--- config.mk ---
export PLATFORM = sky130hd
export DESIGN_NAME = paged_pc_seq
export DESIGN_NICKNAME = d
export VERILOG_FILES = /design/src/rtl/pgseq_pkg.sv /design/src/rtl/pgseq_select.sv /design/src/rtl/pgseq_target.sv /design/src/rtl/pgseq_stack.sv /design/src/rtl/paged_pc_seq.sv
export SDC_FILE = /design/constraint.sdc
export NUM_CORES = 1
export LEC_CHECK = 0
export BUFFER_PORTS_ARGS = -buffer_cell sky130_fd_sc_hd__buf_4
export CAP_MARGIN = 40
export CELL_PAD_IN_SITES_DETAIL_PLACEMENT = 0
export CELL_PAD_IN_SITES_GLOBAL_PLACEMENT = 1
export CORE_ASPECT_RATIO = 1.4
export CORE_UTILIZATION = 35
export DETAILED_ROUTE_END_ITERATION = 10
export PLACE_DENSITY_LB_ADDON = 0.1
export SYNTH_ARGS = -nofsm -noshare
export SYNTH_HDL_FRONTEND = slang
export SYNTH_SLANG_ARGS = --single-unit
--- constraint.sdc ---
create_clock -name clk -period 3.1 [get_ports clk]
set_input_delay 0.62 -clock clk [delete_from_list [all_inputs] [get_ports clk]]
set_output_delay 0.62 -clock clk [all_outputs]
set_load 0.005 [all_outputs]
--- src/rtl/pgseq_pkg.sv ---
package pgseq_pkg;
  typedef enum logic [2:0] {
    OP_HOLD = 3'd0,
    OP_STEP = 3'd1,
    OP_LOWW = 3'd2,
    OP_JUMP = 3'd3,
    OP_CALL = 3'd4,
    OP_RET  = 3'd5
  } pc_op_e;
endpackage

--- src/rtl/pgseq_select.sv ---
module pgseq_select
  import pgseq_pkg::*;
(
  input  logic   step_i,
  input  logic   jump_i,
  input  logic   call_i,
  input  logic   ret_i,
  input  logic   lowwr_i,
  output pc_op_e op_o
);
  // Fixed priority; return wins over everything
  always_comb begin
    if (ret_i)        op_o = OP_RET;
    else if (call_i)  op_o = OP_CALL;
    else if (jump_i)  op_o = OP_JUMP;
    else if (lowwr_i) op_o = OP_LOWW;
    else if (step_i)  op_o = OP_STEP;
    else              op_o = OP_HOLD;
  end
endmodule

--- src/rtl/pgseq_target.sv ---
module pgseq_target
  import pgseq_pkg::*;
#(
  parameter int PC_W  = 10,
  parameter int LOW_W = 8
) (
  input  pc_op_e            op_i,
  input  logic [PC_W-1:0]   pc_i,
  input  logic              page_i,
  input  logic [PC_W-2:0]   field_i,
  input  logic [LOW_W-1:0]  wdata_i,
  input  logic [PC_W-1:0]   stack_top_i,
  output logic [PC_W-1:0]   next_o,
  output logic [PC_W-1:0]   ret_addr_o
);
  localparam int PAGE_BIT = PC_W - 1;

  logic [PC_W-1:0] near_call;
  logic [PC_W-1:0] near_low;
  logic [PC_W-1:0] far_jump;

  // Calls and low-byte writes clear every bit between the low byte and the page bit
  always_comb begin
    near_call = '0;
    near_call[LOW_W-1:0] = field_i[LOW_W-1:0];
    near_call[PAGE_BIT]  = page_i;
    near_low = '0;
    near_low[LOW_W-1:0]  = wdata_i;
    near_low[PAGE_BIT]   = page_i;
    far_jump = {page_i, field_i};
  end

  assign ret_addr_o = pc_i + PC_W'(1);

  always_comb begin
    unique case (op_i)
      OP_RET:  next_o = stack_top_i;
      OP_CALL: next_o = near_call;
      OP_JUMP: next_o = far_jump;
      OP_LOWW: next_o = near_low;
      OP_STEP: next_o = pc_i + PC_W'(1);
      default: next_o = pc_i;
    endcase
  end
endmodule

--- src/rtl/pgseq_stack.sv ---
module pgseq_stack #(
  parameter int W     = 10,
  parameter int DEPTH = 2
) (
  input  logic         clk,
  input  logic         rst,
  input  logic         push_i,
  input  logic         pop_i,
  input  logic [W-1:0] push_val_i,
  output logic [W-1:0] top_o
);
  logic [W-1:0] lvl [DEPTH];

  for (genvar i = 0; i < DEPTH; i++) begin : g_lvl
    logic [W-1:0] from_above;
    logic [W-1:0] from_below;
    if (i == 0) begin : g_head
      assign from_above = push_val_i;
    end else begin : g_body
      assign from_above = lvl[i-1];
    end
    if (i == DEPTH - 1) begin : g_tail
      assign from_below = lvl[i];   // deepest level repeats on underflow
    end else begin : g_mid
      assign from_below = lvl[i+1];
    end
    always_ff @(posedge clk) begin
      if (rst)         lvl[i] <= '0;
      else if (push_i) lvl[i] <= from_above;  // oldest falls off
      else if (pop_i)  lvl[i] <= from_below;
    end
  end

  assign top_o = lvl[0];

  p_push_top_r4: assert property (@(posedge clk) disable iff (rst)
    push_i |=> lvl[0] == $past(push_val_i));
  p_pop_deep_keep_r8: assert property (@(posedge clk) disable iff (rst)
    (pop_i && !push_i) |=> lvl[DEPTH-1] == $past(lvl[DEPTH-1]));
  p_excl_r9: assert property (@(posedge clk) disable iff (rst)
    !(push_i && pop_i));
endmodule

--- src/rtl/paged_pc_seq.sv ---
module paged_pc_seq
  import pgseq_pkg::*;
#(
  parameter int PC_W     = 10,
  parameter int LOW_W    = 8,
  parameter int STACK_D  = 2
) (
  input  logic             clk,
  input  logic             rst,
  input  logic             step_i,
  input  logic             jump_i,
  input  logic             call_i,
  input  logic             ret_i,
  input  logic             lowwr_i,
  input  logic [PC_W-2:0]  field_i,
  input  logic             page_i,
  input  logic [LOW_W-1:0] wdata_i,
  output logic [PC_W-1:0]  fetch_addr_o,
  output logic [LOW_W-1:0] pcl_o
);
  pc_op_e          op;
  logic [PC_W-1:0] pc_q;
  logic [PC_W-1:0] pc_next;
  logic [PC_W-1:0] ret_addr;
  logic [PC_W-1:0] stack_top;

  pgseq_select u_sel (
    .step_i (step_i),
    .jump_i (jump_i),
    .call_i (call_i),
    .ret_i  (ret_i),
    .lowwr_i(lowwr_i),
    .op_o   (op)
  );

  pgseq_target #(.PC_W(PC_W), .LOW_W(LOW_W)) u_tgt (
    .op_i       (op),
    .pc_i       (pc_q),
    .page_i     (page_i),
    .field_i    (field_i),
    .wdata_i    (wdata_i),
    .stack_top_i(stack_top),
    .next_o     (pc_next),
    .ret_addr_o (ret_addr)
  );

  pgseq_stack #(.W(PC_W), .DEPTH(STACK_D)) u_stk (
    .clk       (clk),
    .rst       (rst),
    .push_i    (op == OP_CALL),
    .pop_i     (op == OP_RET),
    .push_val_i(ret_addr),
    .top_o     (stack_top)
  );

  always_ff @(posedge clk) begin
    if (rst) pc_q <= '1;
    else     pc_q <= pc_next;
  end

  assign fetch_addr_o = pc_q;
  assign pcl_o        = pc_q[LOW_W-1:0];

  p_reset_val_r1: assert property (@(posedge clk)
    rst |=> fetch_addr_o == '1);
  p_step_wrap_r2: assert property (@(posedge clk) disable iff (rst)
    (op == OP_STEP) |=> fetch_addr_o == $past(fetch_addr_o) + PC_W'(1));
  p_jump_load_r3: assert property (@(posedge clk) disable iff (rst)
    (jump_i && !call_i && !ret_i) |=> fetch_addr_o == {$past(page_i), $past(field_i)});
  p_ret_load_r6: assert property (@(posedge clk) disable iff (rst)
    ret_i |=> fetch_addr_o == $past(stack_top));
  p_hold_r10: assert property (@(posedge clk) disable iff (rst)
    (op == OP_HOLD) |=> $stable(fetch_addr_o));
endmodule

==> results, run 1 <==
- For this design, the CTS-stage hold fixing added 0 buffers.
- For this design the top-level I/O count stands at 43.
- The final number of max-transition violations is 0.
- The tree is rooted in a clkbuf_8.
- The net load switching power is 282 uW.
- The number of endpoints failing setup at the final stage is 0.
- The run finished with clean final reports.
- Synthesis produced a netlist with a net count of 213.
- The initial core utilization is 36.1%.
- Counting flops with a built-in enable in the synthesized netlist gives 20.
- The largest individual stage delay along the critical path comes from the cell dfxtp_1.
- Internal power comes to 801 uW.
- The global-route layer with the greatest usage is met2.
- The share of cells above drive strength 1 is 25.5%.
- Global routing consumed, on the met3 layer, 3.77% of the routing resources.
- OpenSTA, run right after detailed placement, puts the worst setup slack at 0.965 ns.
- The dominant synthesized flop cell is edfxtp_1.
- The final layout contains routed wiring with a total length of 4.61 mm.
- The all-layer global routing usage is 19.3%.
- The detailed placer's ending HPWL is 3.44 mm.
- The wire length of the first global-routing pass is 7.28 mm.
- The final-stage net count is 245.
- The clock tree from TritonCTS is done.
- In this run the post-CTS setup repair buffer count came out at 0.
- Global routing finished with a remaining overflow of 0.
- The congestion estimate from routability-driven global placement came to 0.812.
- The switching share of power is 26.0%.
- The cell area that synthesis handed to floorplanning was 0.00175 sq mm.
- The worst-case vdd ir drop is 0.273 mV.
- The worst slew margin relative to its limit is 62.1%.
- The fraction of registers with async set or reset after synthesis is 0%.
- Together, buffers and inverters on the worst path number 0.
- The met2 track demand over resource in global routing is 29.8%.
- The count of state elements after synthesis is 30.
- The worst setup path is launched from a flop.
- The met1 global-route usage is 25.7%.
- The number of antenna violations at the first check in global routing is 0.
- The H-tree was split into 2 levels.
- Across all layers, the routed design uses 1,522 vias.
- The worst setup path is captured at a flop.
- After clock tree synthesis, the clock-pin slew on the worst setup and hold paths is 0.06 ns.
- The count of nets left with antenna violations once routing finished came out at 0.
- The area growth from synthesis to layout is 23.6%.
- Across the run, the number of max-cap violations was 0.
- The smallest hold slack is 0.545 ns.
- In the final timing run, aggregate negative setup slack is 0 ns.
- The largest net degree at the start of global routing is 30.
- The post-synthesis sequential area ratio is 45.8%.
- The cell class contributing the biggest share of worst-path delay is simple AND/OR/NAND/NOR gates.
- The worst clock skew is 0.00181 ns.
- The die span in x is 61.7 microns.
- The proportion of power drawn by combinational gates is 18.0%.
- Each instance of the synthesized netlist takes up on average 9.35 sq um.
- The final count of hold timing violations came to 0.
- The repair_antennas step left the layout with diodes totalling 0.
- The number of remaining DRC errors is 0.
- The post-cts resize count is 0.
- Sequential cells burn 46.2% of the power.
- Of all nets on the critical path, the largest fanout is 8.
- For this run, the detailed router's first-pass iteration total came to 4.
- The worst path meets setup with 1.19 ns of slack.
- The number of DRC markers after the initial detailed-route iteration is 62.
- The clock network burns 35.8% of the power.
- The critical path is of the reg2reg type.
- The slew at the pin with the worst max-slew slack is 0.566 ns.
- The initialized floorplan defines 30 standard-cell rows.
- The shortest clock period the worst path allows after layout is 1.91 ns.
- The top cell types in the final layout, fill and taps aside, are buf_4 (43), nor2_1 (22), edfxtp_1 (20).
- The total area inside the core boundary comes to 0.00484 sq mm.
- The analysis attributes to cell leakage a power of 0.000847 uW.
- On the worst path, the slowest cell contributes a delay of 0.48 ns.
- In the final routed layout, each cell accounts on average for 16.2 microns.
- The die extent in y is 85.6 microns.
- The worst min-delay path class is reg2reg.
- Setup repair after global routing left no endpoint under its margin.
- Synthesis handed over a netlist of 187 instances.
- The total power density per cell area is 501 mW/mm^2.
- The part of the cycle the worst path needs is 61.5%.
- The overall die area is 0.00528 sq mm.
- The number of buffers between clock root and the deepest sink is 2.
- The via count normalized by instance count is 5.36.
- The critical path goes through ha_1, and3_1, nand3_1, xnor2_1, a22oi_1, nor2_1.
- The data arrival time of the critical path is 1.93 ns.
- The maximum clock frequency is 525 MHz.
- The number of different library cells used by synthesis comes to 39.
- Leaving out fill and tap cells, the most frequent cell in the layout is buf_4.
- The clock drives 30 sinks.
- At the later pin of the worst-skew pair, clock insertion delay measures 0.28 ns.
- The via count of the first global-routing pass came to 1,408.
- Data on the critical path is required at its endpoint by 3.13 ns.
- The number of clock buffers added by TritonCTS is 5.
- Buffers placed on the I/O ports in this run total 42.
- During synthesis, Yosys emitted a total of 0 warnings.
## worst register-to-register path, cell delays in order (launching register included)
cell and delay (ns):
dfxtp_1 0.48, ha_1 0.34, and3_1 0.27, nand3_1 0.17
xnor2_1 0.18, a22oi_1 0.16, nor2_1 0.05
## synthesized netlist by cell type (2+ instances only)
cell type | n | share of area [%]
a2111oi_0 | 2 | 1.0
a211oi_1 | 6 | 2.6
a21o_1 | 2 | 0.86
a21oi_1 | 11 | 3.1
a221oi_1 | 2 | 1.0
a22oi_1 | 8 | 3.4
a32o_1 | 2 | 1.1
and2_1 | 11 | 3.9
buf_2 | 3 | 0.86
buf_4 | 8 | 3.4
clkbuf_1 | 7 | 1.5
dfxtp_1 | 10 | 11
edfxtp_1 | 20 | 34
nand2_1 | 13 | 2.8
nand3_1 | 7 | 2.0
nor2_1 | 22 | 4.7
nor2b_1 | 3 | 1.1
nor3_1 | 7 | 2.0
nor3b_1 | 4 | 1.7
nor4_1 | 2 | 0.72
o21a_1 | 2 | 0.86
o21ai_0 | 7 | 2.0
o21ai_1 | 2 | 0.57
o21bai_1 | 2 | 0.86
o32a_1 | 2 | 1.1
or2_2 | 2 | 0.72
or3_4 | 2 | 1.3
xnor2_1 | 3 | 1.5
xor2_1 | 5 | 2.5
## power groups by stage
stage / registers (uW) / logic [uW] / clock network [uW]
3_3_place_gp: 508 / 195 / 0
2_1_floorplan: 497 / 121 / 0
4_1_cts: 500 / 196 / 399
6_report: 501 / 195 / 387
3_5_place_dp: 509 / 194 / 0
5_1_grt: 504 / 217 / 413
## worst paths after layout
path / startpoint / to / slack (ns) / cells past startpoint
hold reg to reg: fetch_addr_o[8] / fetch_addr_o[8] / 0.55 / 2
hold / removal: fetch_addr_o[8] / fetch_addr_o[8] / 0.55 / 2
setup reg to reg: fetch_addr_o[0] / u_stk.lvl[0][6] / 1.19 / 6
setup / recovery: fetch_addr_o[0] / u_stk.lvl[0][6] / 1.19 / 6
## state kept, by name (all words and copies together), names as in the netlist
name          flops
fetch_addr_o     10
u_stk.lvl        20
## cell type report
cell class | instances | area, sq um
clock inverter | 2 | 37.5
multi-input combinational | 138 | 842
clock buffer | 6 | 72.6
inverter | 1 | 3.75
sequential | 30 | 801
fill | 491 | 2680
tap | 64 | 80.1
timing repair buffer | 43 | 323
## metrics by stage
stage          cells  utilization (%)  instance area, sq um  total power (uW)
6_report         284             44.6                  2160              1080
5_1_grt          284             44.6                  2160              1130
4_1_cts          284             44.6                  2160              1100
3_5_place_dp     276             42.3                  2050               703
3_3_place_gp     276             42.3                  2050               702
2_1_floorplan    187                -                  1750               618
## kinds of logic after synthesis
group | share of synthesized area (%)
AOI/OAI and AO/OA | 19.0
adders and majority gates | 0.716
buffers and inverters | 6.01
xor gates and xnor gates | 4.01
and+or+nand+nor | 24.5
DFF | 45.8
## per-layer routing
metal	part of all wire, %	wire (microns)
met1	44	2040
met2	46	2130
met3	6.8	315
met4	2.9	132
met5	0	0
No activity file was read; power rests on OpenSTA's default activity.
==> run 2: changes to the inputs <==
Clock period 3.1 ns to 1.95 ns, I/O delays scaled along.
==> run 2 against run 1 <==
Against the previous run: die area did not move; via count rose by 2.4%; hold slack got worse by 0.046 ns; combinational power rose by 76%; first-iteration DRC count rose by 100%; critical path depth fell by 1; cell count rose by 3.9%; critical path type unchanged; highest routed layer unchanged.
==> results, run 2 (synthesis results as in run 1) <==
- Run status: completed (unchanged).
- The number of flip-flops under the largest register name is 20 (unchanged).
- The share of cells above drive strength 1 is 28.6% (was 25.5%).
- The overall die area was 0.00528 sq mm (unchanged).
- The data arrival time of the critical path is 1.82 ns (was 1.93 ns).
- The master of the slowest instance on the critical path is dfxtp_1 (unchanged).
- The nature of the critical path startpoint is a flop (unchanged).
- The weighted congestion at the end of routability-driven global placement is 0.821 (was 0.812).
- The average wire per cell in the routed design is 16.0 microns (was 16.2 microns).
- The worst clock skew is 0.00547 ns (was 0.00181 ns).
- The detailed placer's ending HPWL is 3.63 mm (was 3.44 mm).
- The number of CTS-inserted buffers is 5 (unchanged).
- The sum of routed wire segments on met1 is 2.09 mm (was 2.04 mm).
- The highest cell delay on the worst timing path is 0.46 ns (was 0.48 ns).
- The sum of negative setup slack is 0 ns (unchanged).
- The number of remaining DRC errors is 0 (unchanged).
- The critical path buffer and inverter count is 0 (unchanged).
- The worst min-delay path class is in2reg (was reg2reg).
- The number of buffers between clock root and the deepest sink is 2 (unchanged).
- The post-route core utilization is 45.7% (was 44.6%).
- The nature of the critical path endpoint is a flop (unchanged).
- The worst-case vdd ir drop is 0.441 mV (was 0.273 mV).
- The post-CTS repair timing setup buffer count is 0 (unchanged).
- The top-level port count is 43 (unchanged).
- The die extent in y came to 85.6 microns (unchanged).
- The hold buffer count at cts is 0 (unchanged).
- The number of DRC markers after the initial detailed-route iteration is 126 (was 62).
- The number of endpoints failing setup at the final stage was 0 (unchanged).
- The area of the multi-input gates was 842 sq um (unchanged).
- The count of buffers inserted at the top-level ports is 42 (unchanged).
- The initial core utilization was 36.1% (unchanged).
- The clock network latency to the later pin of the worst-skew pair is 0.28 ns (about the same).
- RSZ-0062 raised after global routing: false (unchanged).
- The worst slew margin relative to its limit came to 71.6% (was 62.1%).
- The wire length of the first global-routing pass is 7.51 mm (was 7.28 mm).
- The top register by number of flip-flops is u_stk.lvl (unchanged).
- Crit path cell chain: nand2_1, nor4_2, xor2_1, nand3b_1, a21oi_1 (was ha_1, and3_1, nand3_1, xnor2_1, a22oi_1, nor2_1).
- The maximum clock frequency is 592 MHz (was 525 MHz).
- The post-cts resize count came to 0 (unchanged).
- The clock tree from TritonCTS is done (unchanged).
- The depth of the CTS H-tree is 2 (unchanged).
- The final number of max-transition violations is 0 (unchanged).
- The via count normalized by instance count is 5.28 (was 5.36).
- The number of antenna violations at the first check in global routing came to 0 (unchanged).
- The total via count after detailed routing is 1,558 (was 1,522).
- The slew at the pin with the worst max-slew slack came to 0.423 ns (was 0.566 ns).
- The die span in x came to 61.7 microns (unchanged).
- The total power density per cell area is 724 mW/mm^2 (was 501 mW/mm^2).
- The cell class contributing the biggest share of worst-path delay is simple AND/OR/NAND/NOR gates (unchanged).
- The amount of wire on met3 after detailed routing is 204 microns (was 315 microns).
- The number of maximum-capacitance violations was 0 (unchanged).
- The relative area change from synthesis to final layout came to 26.6% (was 23.6%).
- The buffer cell driving the clock tree root is clkbuf_8 (unchanged).
- The type of the setup path with the least slack is reg2reg (unchanged).
- The remaining number of nets flagged by the antenna check after routing is 0 (unchanged).
- Most used cells in the layout excluding fill and tap cells: buf_4 (54), nor2_1 (22), edfxtp_1 (20) (was buf_4 (43), nor2_1 (22), edfxtp_1 (20)).
- The layout filler cell count is 478 (was 491).
- The total congestion overflow came to 0 (unchanged).
- The number of standard-cell rows in the floorplan is 30 (unchanged).
- The clock transition time at the flip-flop clock pins of the worst setup and hold paths is 0.07 ns (was 0.06 ns).
- The total leakage power came to 0.000892 uW (was 0.000847 uW).
- The number of inserted diodes was 0 (unchanged).
- The peak fanout along the critical path is 6 (was 8).
- The shortest clock period the worst path allows after layout is 1.69 ns (was 1.91 ns).
- The final-stage net count is 256 (was 245).
- The area occupied by registers was 801 sq um (unchanged).
- The via count of the first global-routing pass is 1,537 (was 1,408).
- The top routing layer in use was met4 (unchanged).
- The clock sink count came to 30 (unchanged).
- The number of cells traversed by the worst register-to-register path is 5 (was 6).
- The critical path required time is 2.08 ns (was 3.13 ns).
- The area of the core was 0.00484 sq mm (unchanged).
- The all-layer global routing usage was 20.1% (was 19.3%).
- The part of the cycle the worst path needs was 86.7% (was 61.5%).
- The largest net degree at the start of global routing was 25 (was 30).
- The total met2 wirelength after detailed routing is 2.31 mm (was 2.13 mm).
- The hold path depth is 3 (was 2).
- The depth of the critical timing path with buffers and inverters included is 5 (was 6).
- The final count of hold timing violations is 0 (unchanged).
- The number of search-and-repair iterations in the first detailed-routing pass is 5 (was 4).
- The most frequent standard cell in the layout excluding fill and tap cells is buf_4 (unchanged).
- The sum of routed wire length over all layers is 4.72 mm (was 4.61 mm).
## run 2: cell count changes in the layout (fill, tap and decap cells not counted)
cell / previous run / this run
bufinv_16: 1 / 0
buf_4: 43 / 54
clkinv_2: 0 / 1
clkinvlp_4: 1 / 0
clkinv_1: 0 / 1
## run 2: metrics by stage
step / power [uW] / hold WS [ns] / cells / cell area, sq um / setup WS, ns
final: 1600 / 0.500 / 295 / 2210 / 0.260
after global placement: 1140 / 0.519 / 287 / 2130 / 0.236
after floorplan: 983 / 0.488 / 187 / 1750 / 0.322
after global routing: 1690 / 0.506 / 295 / 2210 / 0.110
after CTS: 1630 / 0.487 / 295 / 2210 / 0.249
after detailed placement: 1140 / 0.525 / 287 / 2130 / 0.229
## run 2: path summary, 6_finish.rpt
path,from,endpoint,slack [ns]
max,fetch_addr_o[2],u_stk.lvl[0][9],0.26
min,rst,fetch_addr_o[7],0.50
max reg2reg,fetch_addr_o[2],u_stk.lvl[0][9],0.26
min reg2reg,fetch_addr_o[8],fetch_addr_o[8],0.54
## run 2: where the power goes
group	total, uW	switching [uW]	internal [uW]	leakage (uW)
logic	344	171	173	0.000544
clock network	474	229	245	0.0000426
registers	785	45.9	739	0.000305
## run 2: tightest hold or removal path, stage by stage
cell and delay [ns]:
buf_4 0.24, a21oi_1 0.06, o21ai_0 0.06
## run 2: area by class of cell
type                            instances  area share (%)
Clock inverter                          2           0.396
Inverter                                1           0.170
Multi-Input combinational cell        138            38.0
Sequential cell                        30            36.2
Clock buffer                            6            3.28
Timing Repair Buffer                   54            18.3
Tap cell                               64            3.62
## run 2: per-layer routing
layer	GRT usage, %	up-vias
met3	3.62	8
met2	32.4	55
met4	8.69	0
li1	-	765
met5	0	-
met1	25.5	730
